### src/rtl/opsel_pkg.sv
package opsel_pkg;

   typedef enum logic [1:0] {
      IN1_NONE = 2'd0,
      IN1_RA   = 2'd1,
      IN1_RA0  = 2'd2
   } in1_sel_e;

   typedef enum logic [3:0] {
      IN2_NONE  = 4'd0,
      IN2_RB    = 4'd1,
      IN2_UI    = 4'd2,
      IN2_SI    = 4'd3,
      IN2_UI_HI = 4'd4,
      IN2_SI_HI = 4'd5,
      IN2_LI    = 4'd6,
      IN2_BD    = 4'd7,
      IN2_DS    = 4'd8,
      IN2_M1    = 4'd9,
      IN2_SH    = 4'd10,
      IN2_SH32  = 4'd11,
      IN2_SPR   = 4'd12
   } in2_sel_e;

   typedef enum logic [1:0] {
      OUT_NONE = 2'd0,
      OUT_RT   = 2'd1,
      OUT_RA   = 2'd2,
      OUT_SPR  = 2'd3
   } out_sel_e;

   typedef enum logic [1:0] {
      RCS_ZERO = 2'd0,
      RCS_ONE  = 2'd1,
      RCS_BIT  = 2'd2
   } rc_sel_e;

   typedef enum logic [2:0] {
      CLS_OTHER = 3'd0,
      CLS_BC    = 3'd1,
      CLS_BCREG = 3'd2,
      CLS_MFSPR = 3'd3,
      CLS_MTSPR = 3'd4
   } op_cls_e;

   // Decoded instruction fields, least-significant-bit numbering
   typedef struct packed {
      logic [4:0]  rt;       // 25:21, also RS and branch options
      logic [4:0]  ra;       // 20:16
      logic [4:0]  rb;       // 15:11
      logic [15:0] d16;      // 15:0
      logic [23:0] li;       // 25:2
      logic [13:0] bd;       // 15:2
      logic [9:0]  spr;      // {15:11, 20:16}
      logic [5:0]  sh;       // {1, 15:11}
      logic        no_ctr;   // 23: branch does not use the count register
      logic        xo_top;   // 10: selects count vs link register
      logic        oe;       // 10
      logic        rc;       // 0
      logic        lk;       // 0
   } fld_t;

endpackage

### src/rtl/opsel_fields.sv
module opsel_fields
   import opsel_pkg::*;
(
   input  logic [31:0] instr_i,
   output fld_t        fld_o
);

   always_comb begin
      fld_o.rt     = instr_i[25:21];
      fld_o.ra     = instr_i[20:16];
      fld_o.rb     = instr_i[15:11];
      fld_o.d16    = instr_i[15:0];
      fld_o.li     = instr_i[25:2];
      fld_o.bd     = instr_i[15:2];
      fld_o.spr    = {instr_i[15:11], instr_i[20:16]};
      fld_o.sh     = {instr_i[1], instr_i[15:11]};
      fld_o.no_ctr = instr_i[23];
      fld_o.xo_top = instr_i[10];
      fld_o.oe     = instr_i[10];
      fld_o.rc     = instr_i[0];
      fld_o.lk     = instr_i[0];
   end

endmodule

### src/rtl/opsel_src.sv
module opsel_src
   import opsel_pkg::*;
#(
   parameter int REG_W  = 5,
   parameter int SPR_W  = 10,
   parameter int CTR_ID = 9,
   parameter int LR_ID  = 8
) (
   input  fld_t             fld_i,
   input  logic [1:0]       in1_sel_i,
   input  logic [3:0]       in2_sel_i,
   input  logic             in3_sel_i,
   input  logic [2:0]       op_cls_i,
   output logic [REG_W-1:0] rd1_idx_o,
   output logic             rd1_vld_o,
   output logic [REG_W-1:0] rd2_idx_o,
   output logic             rd2_vld_o,
   output logic [REG_W-1:0] rd3_idx_o,
   output logic             rd3_vld_o,
   output logic [SPR_W-1:0] sprr1_id_o,
   output logic             sprr1_vld_o,
   output logic [SPR_W-1:0] sprr2_id_o,
   output logic             sprr2_vld_o
);

   localparam logic [SPR_W-1:0] CtrId = SPR_W'(CTR_ID);
   localparam logic [SPR_W-1:0] LrId  = SPR_W'(LR_ID);

   logic ra_zero;
   logic is_branch;
   logic is_move;

   assign ra_zero   = (fld_i.ra == '0);
   assign is_branch = (op_cls_i == CLS_BC) || (op_cls_i == CLS_BCREG);
   assign is_move   = (op_cls_i == CLS_MFSPR) || (op_cls_i == CLS_MTSPR);

   // first operand
   always_comb begin
      rd1_vld_o = 1'b0;
      rd1_idx_o = '0;
      case (in1_sel_i)
         IN1_RA: begin
            rd1_vld_o = 1'b1;
            rd1_idx_o = fld_i.ra;
         end
         IN1_RA0: begin
            rd1_vld_o = !ra_zero;
            rd1_idx_o = ra_zero ? '0 : fld_i.ra;
         end
         default: ;
      endcase
   end

   // special-register read 1: branch counter or move identifier
   always_comb begin
      sprr1_vld_o = 1'b0;
      sprr1_id_o  = '0;
      if (is_branch && !fld_i.no_ctr) begin
         sprr1_vld_o = 1'b1;
         sprr1_id_o  = CtrId;
      end else if (is_move) begin
         sprr1_vld_o = 1'b1;
         sprr1_id_o  = fld_i.spr;
      end
   end

   // second operand: register or special register path
   always_comb begin
      rd2_vld_o   = 1'b0;
      rd2_idx_o   = '0;
      sprr2_vld_o = 1'b0;
      sprr2_id_o  = '0;
      case (in2_sel_i)
         IN2_RB: begin
            rd2_vld_o = 1'b1;
            rd2_idx_o = fld_i.rb;
         end
         IN2_SPR: begin
            sprr2_vld_o = 1'b1;
            sprr2_id_o  = fld_i.xo_top ? CtrId : LrId;
         end
         default: ;
      endcase
   end

   // third operand
   assign rd3_vld_o = in3_sel_i;
   assign rd3_idx_o = in3_sel_i ? fld_i.rt : '0;

endmodule

### src/rtl/opsel_imm.sv
module opsel_imm
   import opsel_pkg::*;
#(
   parameter int XLEN = 64
) (
   input  fld_t            fld_i,
   input  logic [3:0]      in2_sel_i,
   output logic [XLEN-1:0] imm_o,
   output logic            imm_vld_o
);

   logic [XLEN-1:0] ui_lo, si_lo, ui_hi, si_hi, li_x, bd_x, sh_x, sh32_x;

   assign ui_lo  = {{(XLEN-16){1'b0}}, fld_i.d16};
   assign si_lo  = {{(XLEN-16){fld_i.d16[15]}}, fld_i.d16};
   assign li_x   = {{(XLEN-26){fld_i.li[23]}}, fld_i.li, 2'b00};
   assign bd_x   = {{(XLEN-16){fld_i.bd[13]}}, fld_i.bd, 2'b00};
   assign sh_x   = {{(XLEN-6){1'b0}}, fld_i.sh};
   assign sh32_x = {{(XLEN-5){1'b0}}, fld_i.sh[4:0]};

   // high-half forms: width variant picked at elaboration
   generate
      if (XLEN > 32) begin : g_wide
         assign ui_hi = {{(XLEN-32){1'b0}}, fld_i.d16, 16'h0000};
         assign si_hi = {{(XLEN-32){fld_i.d16[15]}}, fld_i.d16, 16'h0000};
      end else begin : g_narrow
         assign ui_hi = {fld_i.d16, 16'h0000};
         assign si_hi = {fld_i.d16, 16'h0000};
      end
   endgenerate

   always_comb begin
      imm_vld_o = 1'b1;
      imm_o     = '0;
      case (in2_sel_i)
         IN2_UI:    imm_o = ui_lo;
         IN2_SI:    imm_o = si_lo;
         IN2_UI_HI: imm_o = ui_hi;
         IN2_SI_HI: imm_o = si_hi;
         IN2_LI:    imm_o = li_x;
         IN2_BD:    imm_o = bd_x;
         IN2_DS:    imm_o = bd_x;
         IN2_M1:    imm_o = '1;
         IN2_SH:    imm_o = sh_x;
         IN2_SH32:  imm_o = sh32_x;
         default:   imm_vld_o = 1'b0;
      endcase
   end

endmodule

### src/rtl/opsel_dst.sv
module opsel_dst
   import opsel_pkg::*;
#(
   parameter int REG_W   = 5,
   parameter int SPR_W   = 10,
   parameter int NFLAGS  = 11
) (
   input  fld_t              fld_i,
   input  logic [1:0]        out_sel_i,
   input  logic [1:0]        rc_sel_i,
   input  logic [NFLAGS-1:0] op_flags_i,
   input  logic              lk_en_i,
   output logic [REG_W-1:0]  wr_idx_o,
   output logic              wr_vld_o,
   output logic [SPR_W-1:0]  sprw_id_o,
   output logic              sprw_vld_o,
   output logic              rc_o,
   output logic              rc_vld_o,
   output logic              oe_o,
   output logic              oe_vld_o,
   output logic [NFLAGS-1:0] ex_flags_o,
   output logic              lk_o
);

   always_comb begin
      wr_vld_o   = 1'b0;
      wr_idx_o   = '0;
      sprw_vld_o = 1'b0;
      sprw_id_o  = '0;
      case (out_sel_i)
         OUT_RT: begin
            wr_vld_o = 1'b1;
            wr_idx_o = fld_i.rt;
         end
         OUT_RA: begin
            wr_vld_o = 1'b1;
            wr_idx_o = fld_i.ra;
         end
         OUT_SPR: begin
            sprw_vld_o = 1'b1;
            sprw_id_o  = fld_i.spr;
         end
         default: ;
      endcase
   end

   always_comb begin
      case (rc_sel_i)
         RCS_ONE: rc_o = 1'b1;
         RCS_BIT: rc_o = fld_i.rc;
         default: rc_o = 1'b0;
      endcase
   end

   assign rc_vld_o = 1'b1;
   assign oe_o     = fld_i.oe;
   assign oe_vld_o = 1'b1;
   assign lk_o     = lk_en_i & fld_i.lk;

   generate
      for (genvar gi = 0; gi < NFLAGS; gi++) begin : g_flag
         assign ex_flags_o[gi] = op_flags_i[gi];
      end
   endgenerate

endmodule

### src/rtl/opsel_decode.sv
module opsel_decode
   import opsel_pkg::*;
#(
   parameter int XLEN   = 64,
   parameter int REG_W  = 5,
   parameter int SPR_W  = 10,
   parameter int NFLAGS = 11,
   parameter int CTR_ID = 9,
   parameter int LR_ID  = 8
) (
   input  logic [31:0]       instr_i,
   input  logic [1:0]        in1_sel_i,
   input  logic [3:0]        in2_sel_i,
   input  logic              in3_sel_i,
   input  logic [1:0]        out_sel_i,
   input  logic [1:0]        rc_sel_i,
   input  logic [2:0]        op_cls_i,
   input  logic [NFLAGS-1:0] op_flags_i,
   input  logic              lk_en_i,
   output logic [REG_W-1:0]  rd1_idx_o,
   output logic              rd1_vld_o,
   output logic [REG_W-1:0]  rd2_idx_o,
   output logic              rd2_vld_o,
   output logic [REG_W-1:0]  rd3_idx_o,
   output logic              rd3_vld_o,
   output logic [SPR_W-1:0]  sprr1_id_o,
   output logic              sprr1_vld_o,
   output logic [SPR_W-1:0]  sprr2_id_o,
   output logic              sprr2_vld_o,
   output logic [XLEN-1:0]   imm_o,
   output logic              imm_vld_o,
   output logic [REG_W-1:0]  wr_idx_o,
   output logic              wr_vld_o,
   output logic [SPR_W-1:0]  sprw_id_o,
   output logic              sprw_vld_o,
   output logic              rc_o,
   output logic              rc_vld_o,
   output logic              oe_o,
   output logic              oe_vld_o,
   output logic [NFLAGS-1:0] ex_flags_o,
   output logic              lk_o
);

   localparam int SprMax = (1 << SPR_W) - 1;

   // elaboration-time parameter checks
   generate
      if (XLEN != 32 && XLEN != 64) begin : g_bad_xlen
         $error("opsel_decode: XLEN must be 32 or 64");
      end
      if (REG_W != 5) begin : g_bad_regw
         $error("opsel_decode: register index fields are 5 bits");
      end
      if (SPR_W != 10) begin : g_bad_sprw
         $error("opsel_decode: special-register field is 10 bits");
      end
      if (NFLAGS < 1) begin : g_bad_nflags
         $error("opsel_decode: NFLAGS must be positive");
      end
      if (CTR_ID > SprMax || LR_ID > SprMax) begin : g_bad_ids
         $error("opsel_decode: special-register ids exceed SPR_W");
      end
   endgenerate

   fld_t fld;

   opsel_fields u_fields (
      .instr_i (instr_i),
      .fld_o   (fld)
   );

   opsel_src #(
      .REG_W  (REG_W),
      .SPR_W  (SPR_W),
      .CTR_ID (CTR_ID),
      .LR_ID  (LR_ID)
   ) u_src (
      .fld_i       (fld),
      .in1_sel_i   (in1_sel_i),
      .in2_sel_i   (in2_sel_i),
      .in3_sel_i   (in3_sel_i),
      .op_cls_i    (op_cls_i),
      .rd1_idx_o   (rd1_idx_o),
      .rd1_vld_o   (rd1_vld_o),
      .rd2_idx_o   (rd2_idx_o),
      .rd2_vld_o   (rd2_vld_o),
      .rd3_idx_o   (rd3_idx_o),
      .rd3_vld_o   (rd3_vld_o),
      .sprr1_id_o  (sprr1_id_o),
      .sprr1_vld_o (sprr1_vld_o),
      .sprr2_id_o  (sprr2_id_o),
      .sprr2_vld_o (sprr2_vld_o)
   );

   opsel_imm #(
      .XLEN (XLEN)
   ) u_imm (
      .fld_i     (fld),
      .in2_sel_i (in2_sel_i),
      .imm_o     (imm_o),
      .imm_vld_o (imm_vld_o)
   );

   opsel_dst #(
      .REG_W  (REG_W),
      .SPR_W  (SPR_W),
      .NFLAGS (NFLAGS)
   ) u_dst (
      .fld_i      (fld),
      .out_sel_i  (out_sel_i),
      .rc_sel_i   (rc_sel_i),
      .op_flags_i (op_flags_i),
      .lk_en_i    (lk_en_i),
      .wr_idx_o   (wr_idx_o),
      .wr_vld_o   (wr_vld_o),
      .sprw_id_o  (sprw_id_o),
      .sprw_vld_o (sprw_vld_o),
      .rc_o       (rc_o),
      .rc_vld_o   (rc_vld_o),
      .oe_o       (oe_o),
      .oe_vld_o   (oe_vld_o),
      .ex_flags_o (ex_flags_o),
      .lk_o       (lk_o)
   );

endmodule

### config.mk
export PLATFORM = sky130hd
export DESIGN_NAME = opsel_decode
export DESIGN_NICKNAME = d
export VERILOG_FILES = /design/src/rtl/opsel_pkg.sv /design/src/rtl/opsel_fields.sv /design/src/rtl/opsel_src.sv /design/src/rtl/opsel_imm.sv /design/src/rtl/opsel_dst.sv /design/src/rtl/opsel_decode.sv
export SDC_FILE = /design/constraint.sdc
export NUM_CORES = 1
export LEC_CHECK = 0
export BUFFER_PORTS_ARGS = -buffer_cell sky130_fd_sc_hd__buf_2
export CORE_ASPECT_RATIO = 1.4
export CORE_MARGIN = 10
export CORE_UTILIZATION = 36
export DETAILED_ROUTE_END_ITERATION = 12
export PLACE_DENSITY_LB_ADDON = 0.25
export REMOVE_ABC_BUFFERS = 1
export SETUP_SLACK_MARGIN = 0.5
export SLEW_MARGIN = 40
export SYNTH_ARGS = -nofsm -noshare
export SYNTH_HDL_FRONTEND = slang
export SYNTH_SLANG_ARGS = --single-unit
### constraint.sdc
create_clock -name vclk -period 5.5
set_clock_uncertainty 0.15 [all_clocks]
set_input_delay 0.275 -clock vclk [all_inputs]
set_output_delay 0.275 -clock vclk [all_outputs]
set_load 0.005 [all_outputs]
---- Yosys cells after proc, flatten, opt, wreduce, memory -nomap -nowiden ----
Cells that the tools add are included.
Widths: inputs -> output; s select.
word-level totals
  word-level logic and storage cells ...... 53
  output and inout port bits .............. 138
  flip-flop bits (word level) ............. 0
operators by class
  muxes and demuxes ....................... 20
  bitwise logic cells ..................... 1
  eq/ne operators ......................... 23
  reduce and logical (&&, ||, !) cells .... 9
operator list
  operator            count
  $pmux 64 s9         1
  $mux 10             4
  $eq 4x4->1 const B  5
  $pmux 5 s2          2
  $eq 4x3->1 const B  4
  $mux 5              3
  $reduce_or 10->1    1
  $eq 2x2->1 const B  4
  $eq 4x2->1 const B  2
  $mux 1              8
  $eq 2x1->1 const B  3
  $eq 3x2->1 const B  2
  $logic_not 5->1     1
  $eq 4x1->1 const B  1
  $pmux 1 s2          2
  $reduce_or 2->1     2
  $eq 3x1->1 const B  1
  $eq 3x3->1 const B  1
  $logic_not 1->1     2
  $logic_or 1x1->1    2
  $and 1x1->1         1
  $logic_and 1x1->1   1

---- Logic depth before layout (Yosys ltp) ----
  depth after elaboration ................. 4
  gate-level depth with buffers ........... 5
  gate-level depth less buffers ........... 5

---- By module ----
A second synthesis with hierarchy kept.
second synthesis, totals
  cell total of the unflattened synthesis .. 382
  area, all modules ....................... 2,573.7 um2
by module, submodules not included
  module        instances  area each (um2)  cells each  seq. area each (um2)
  opsel_imm     1          1,167.4          182         0.0
  opsel_fields  1          675.6            90          0.0
  opsel_src     1          406.6            62          0.0
  opsel_dst     1          324.1            48          0.0

---- Worst setup path after synthesis ----
No wires, ideal clock.
  kind .................................... in2out
  start ................................... in in2_sel_i[2]
  end ..................................... out imm_o[33]
  cell stages on the path ................. 5
  data arrival time ....................... 1.956 ns
  path slack .............................. 3.119 ns
  cells stage by stage .................... buf_2 -> and3b_1 -> o21ai_1 -> nand3_1 -> buf_4
on the way
  cells in the longest elaborated chain, start to end .. 3
  elaborated cells between the ends (all ways) .. 12
ends and longest elaborated chain
  item                                             line                source
  start, declared                                  opsel_decode.sv:13  input logic [3:0] in2_sel_i,
  $eq 4x3->1 / $eq 4x4->1 (equally long branches)  opsel_imm.sv:35     case (in2_sel_i)
  $reduce_or 2->1 (no source line)                 -
  $pmux 64 s9 *                                    opsel_imm.sv:35
  end, declared                                    opsel_decode.sv:30  output logic [XLEN-1:0] imm_o,
Mark *: on every way between the ends. The rest lies on a longest branch, timed or not.

---- Worst setup path in the final report ----
  start ................................... in in2_sel_i[0]
  end ..................................... out imm_o[54]
Same word-level chain as after synthesis.

==> summary by stage <==
Timing
In this run the tightest slew margin relative to its limit is 0.5292. The total setup violations reported at the end of the flow is 0. The post-route setup TNS is 0 ps. Based on the critical path, the design can be clocked at up to 395.5 MHz. The count of final hold-check violations is 0. The final count of pins violating max slew is 0.

The time the worst path needs with I/O delays and setup is 2529 ps. Setup repair after global routing left no endpoint under its margin. Of the available clock period, the critical path in the final layout requires 0.4598. At the pin with the least slew margin, the transition time is 705.4 ps.

Min path
The end point of the worst hold path is ex_flags_o[2]. The startpoint identified for the worst hold timing path is op_flags_i[2]. The classification of the worst-slack hold path is in -> out. Counting instances, the worst hold path has a depth of 0.

Global route
In the global route stage, met3 resource usage came out at 0.09388. The number of global-route vias before repair came to 1,922. The fraction of met1 tracks used by global routing is 0.1840. The residual overflow from global routing is 0.

The largest net degree at the start of global routing is 33. In this run the most used layer during global routing was met2. For met2 alone, demand over resource in global routing was 0.2787. The first global-routing pass estimated 10,120 µm of wire.

The initial antenna violation count is 0. Across every metal layer, demand over resource in global routing totals 0.1672.

Route
The total number of vias is 1,935. In the final routed layout, each cell accounts on average for 17.87 µm. After detailed routing, the number of vias per cell comes to 5.092. The detailed router finished its first iteration with 74 violations. The remaining antenna violation count after routing is 0.

After detailed routing, the number of remaining DRC violations is 0. After detailed routing, the total wire length is 6789 µm. The first detailed-routing pass ran for 4 iterations.

Placed design
Routability-driven placement finished with a final weighted congestion of 0.7386. The count of port buffers added during placement is 158. The wire-length estimate of the detail-placed layout is 5664 µm.

Final layout
The final antenna diode count is 0. Of the cells placed in the final design, the portion with a size suffix greater than 1 is 0.4896. The post-route core utilization is 0.4846.

The final layout contains a sequential cell count of 0. The flip-flop and latch area is 0 µm². Leaving out fill and tap cells, the most frequent cell in the layout is buf_2. The library cells used most frequently in the layout, excluding fill and tap cells, are buf_2, and2_1, o21ai_0. The number of clock-tree buffers in the layout is 0. From synthesis to final layout, the design area changed by 28.25%. The layout net count is 404. The filler cells instantiated in the layout total 420.

Clock tree
The count of hold buffers inserted by post-cts repair is 0. The total setup buffers inserted after CTS is 0. The count of instances resized after the clock tree is built is 0.

Die
The die extent in y is 96.86 µm. The total die area is 0.007254 mm². The effective utilization at floorplan is 0.3778.

In this run the horizontal extent of the chip is 74.90 µm. The core region is 0.004020 mm². The initialized floorplan defines 27 standard-cell rows.

Pin placement for this block handled 196 I/O pins.

Power and ir drop
Across the VDD grid, the largest voltage drop is 43.97 µV. The design draws 163.7 µW. The leakage power total is 0.001275 µW. The power density relative to cell area is 84.04 mW/mm².

Synthesis
The synthesized area is 0.001519 mm². The number of standard cells after synthesis is 236. The number of library cell types mapped by synthesis is 35.

The synthesized design spends more area on one cell type than any other, namely buf_4. The warning count from the yosys run is 0. By area the synthesized netlist is led by buf_4, and2_1, o21ai_0.

In this run the mean area of a mapped cell was 6.436 µm². The share of synthesized area in the top cell type comes to 0.2768. The sequential fraction of the synthesis area is 0.

Setup path
The kind of end point of the critical path is an output pin. The worst setup path is launched from an input pin. By startpoint and endpoint, the worst setup path is classified as in -> out.

The biggest fanout along the worst timing path is 32. The worst path arrival time is 2100 ps. The required time of the critical path is 5080 ps.

Flow run
The number of maximum-capacitance constraint violations is 0.

Run status
The run finished with clean final reports.
==> worst max-delay path, stage by stage <==
cell     delay, ps
buf_2          330
and3b_1        230
o21ai_1        490
nand3_2        480
buf_2          280
==> routing by layer <==
metal  vias to the layer above  share of wire
li1                        943              -
met1                       850           0.38
met2                       138           0.45
met3                         4           0.16
met4                         0         0.0082
met5                         -              0
==> where the power goes <==
part | internal, µW | switching (µW)
sequential | 0 | 0
combinational | 75.4 | 88.3
clock | 0 | 0
total | 75.4 | 88.3
==> synthesized netlist by cell type (3+ instances only) <==
cell	n
a221o_1	9
nand3_1	8
mux2i_1	3
and2_1	32
inv_1	7
o21ai_1	3
nand2_1	22
a21oi_1	7
and3_1	5
ha_1	7
o21ai_0	24
nor2_1	9
nor2b_1	5
buf_4	56
buf_2	5
clkbuf_1	5
a22oi_1	5
==> stage by stage <==
step | setup WS [ps] | instance area (µm²) | instances | hold slack, ps
final | 2971 | 1948 | 380 | 400.0
after global routing | 2704 | 1948 | 380 | 400.0
after CTS | 2727 | 1943 | 380 | 400.0
after detailed placement | 2737 | 1943 | 380 | 400.0
after global placement | 2787 | 1937 | 380 | 400.0
after floorplan | 2779 | 1085 | 178 | 400.0
==> logic make-up after synthesis <==
logic type	Yosys count	share of synthesized area
AO/OA/AOI/OAI	53	0.2224
XOR/XNOR	1	0.005767
adder cells (fa/ha/maj)	7	0.05766
buffers and inverters	73	0.3229
multiplexers	5	0.03460
other	2	0.004944
AND/OR/NAND/NOR	95	0.3517
==> area by class of cell <==
cell class | count | area [µm²] | area share
multi-input cells | 171 | 1070 | 0.5491
repair buffers | 159 | 798.3 | 0.4098
well taps | 43 | 53.80 | 0.02762
inverters | 7 | 26.28 | 0.01349
==> how the worst max path moves through the flow <==
stage	end	startpoint	depth (start not counted)
floorplan	imm_o[32]	in2_sel_i[1]	3
CTS	imm_o[53]	in2_sel_i[0]	5
detailed placement	imm_o[53]	in2_sel_i[0]	5
finish	imm_o[54]	in2_sel_i[0]	5
global route	imm_o[48]	in2_sel_i[0]	5
global placement	imm_o[53]	in2_sel_i[0]	5
(Power assumes the default switching activity.)
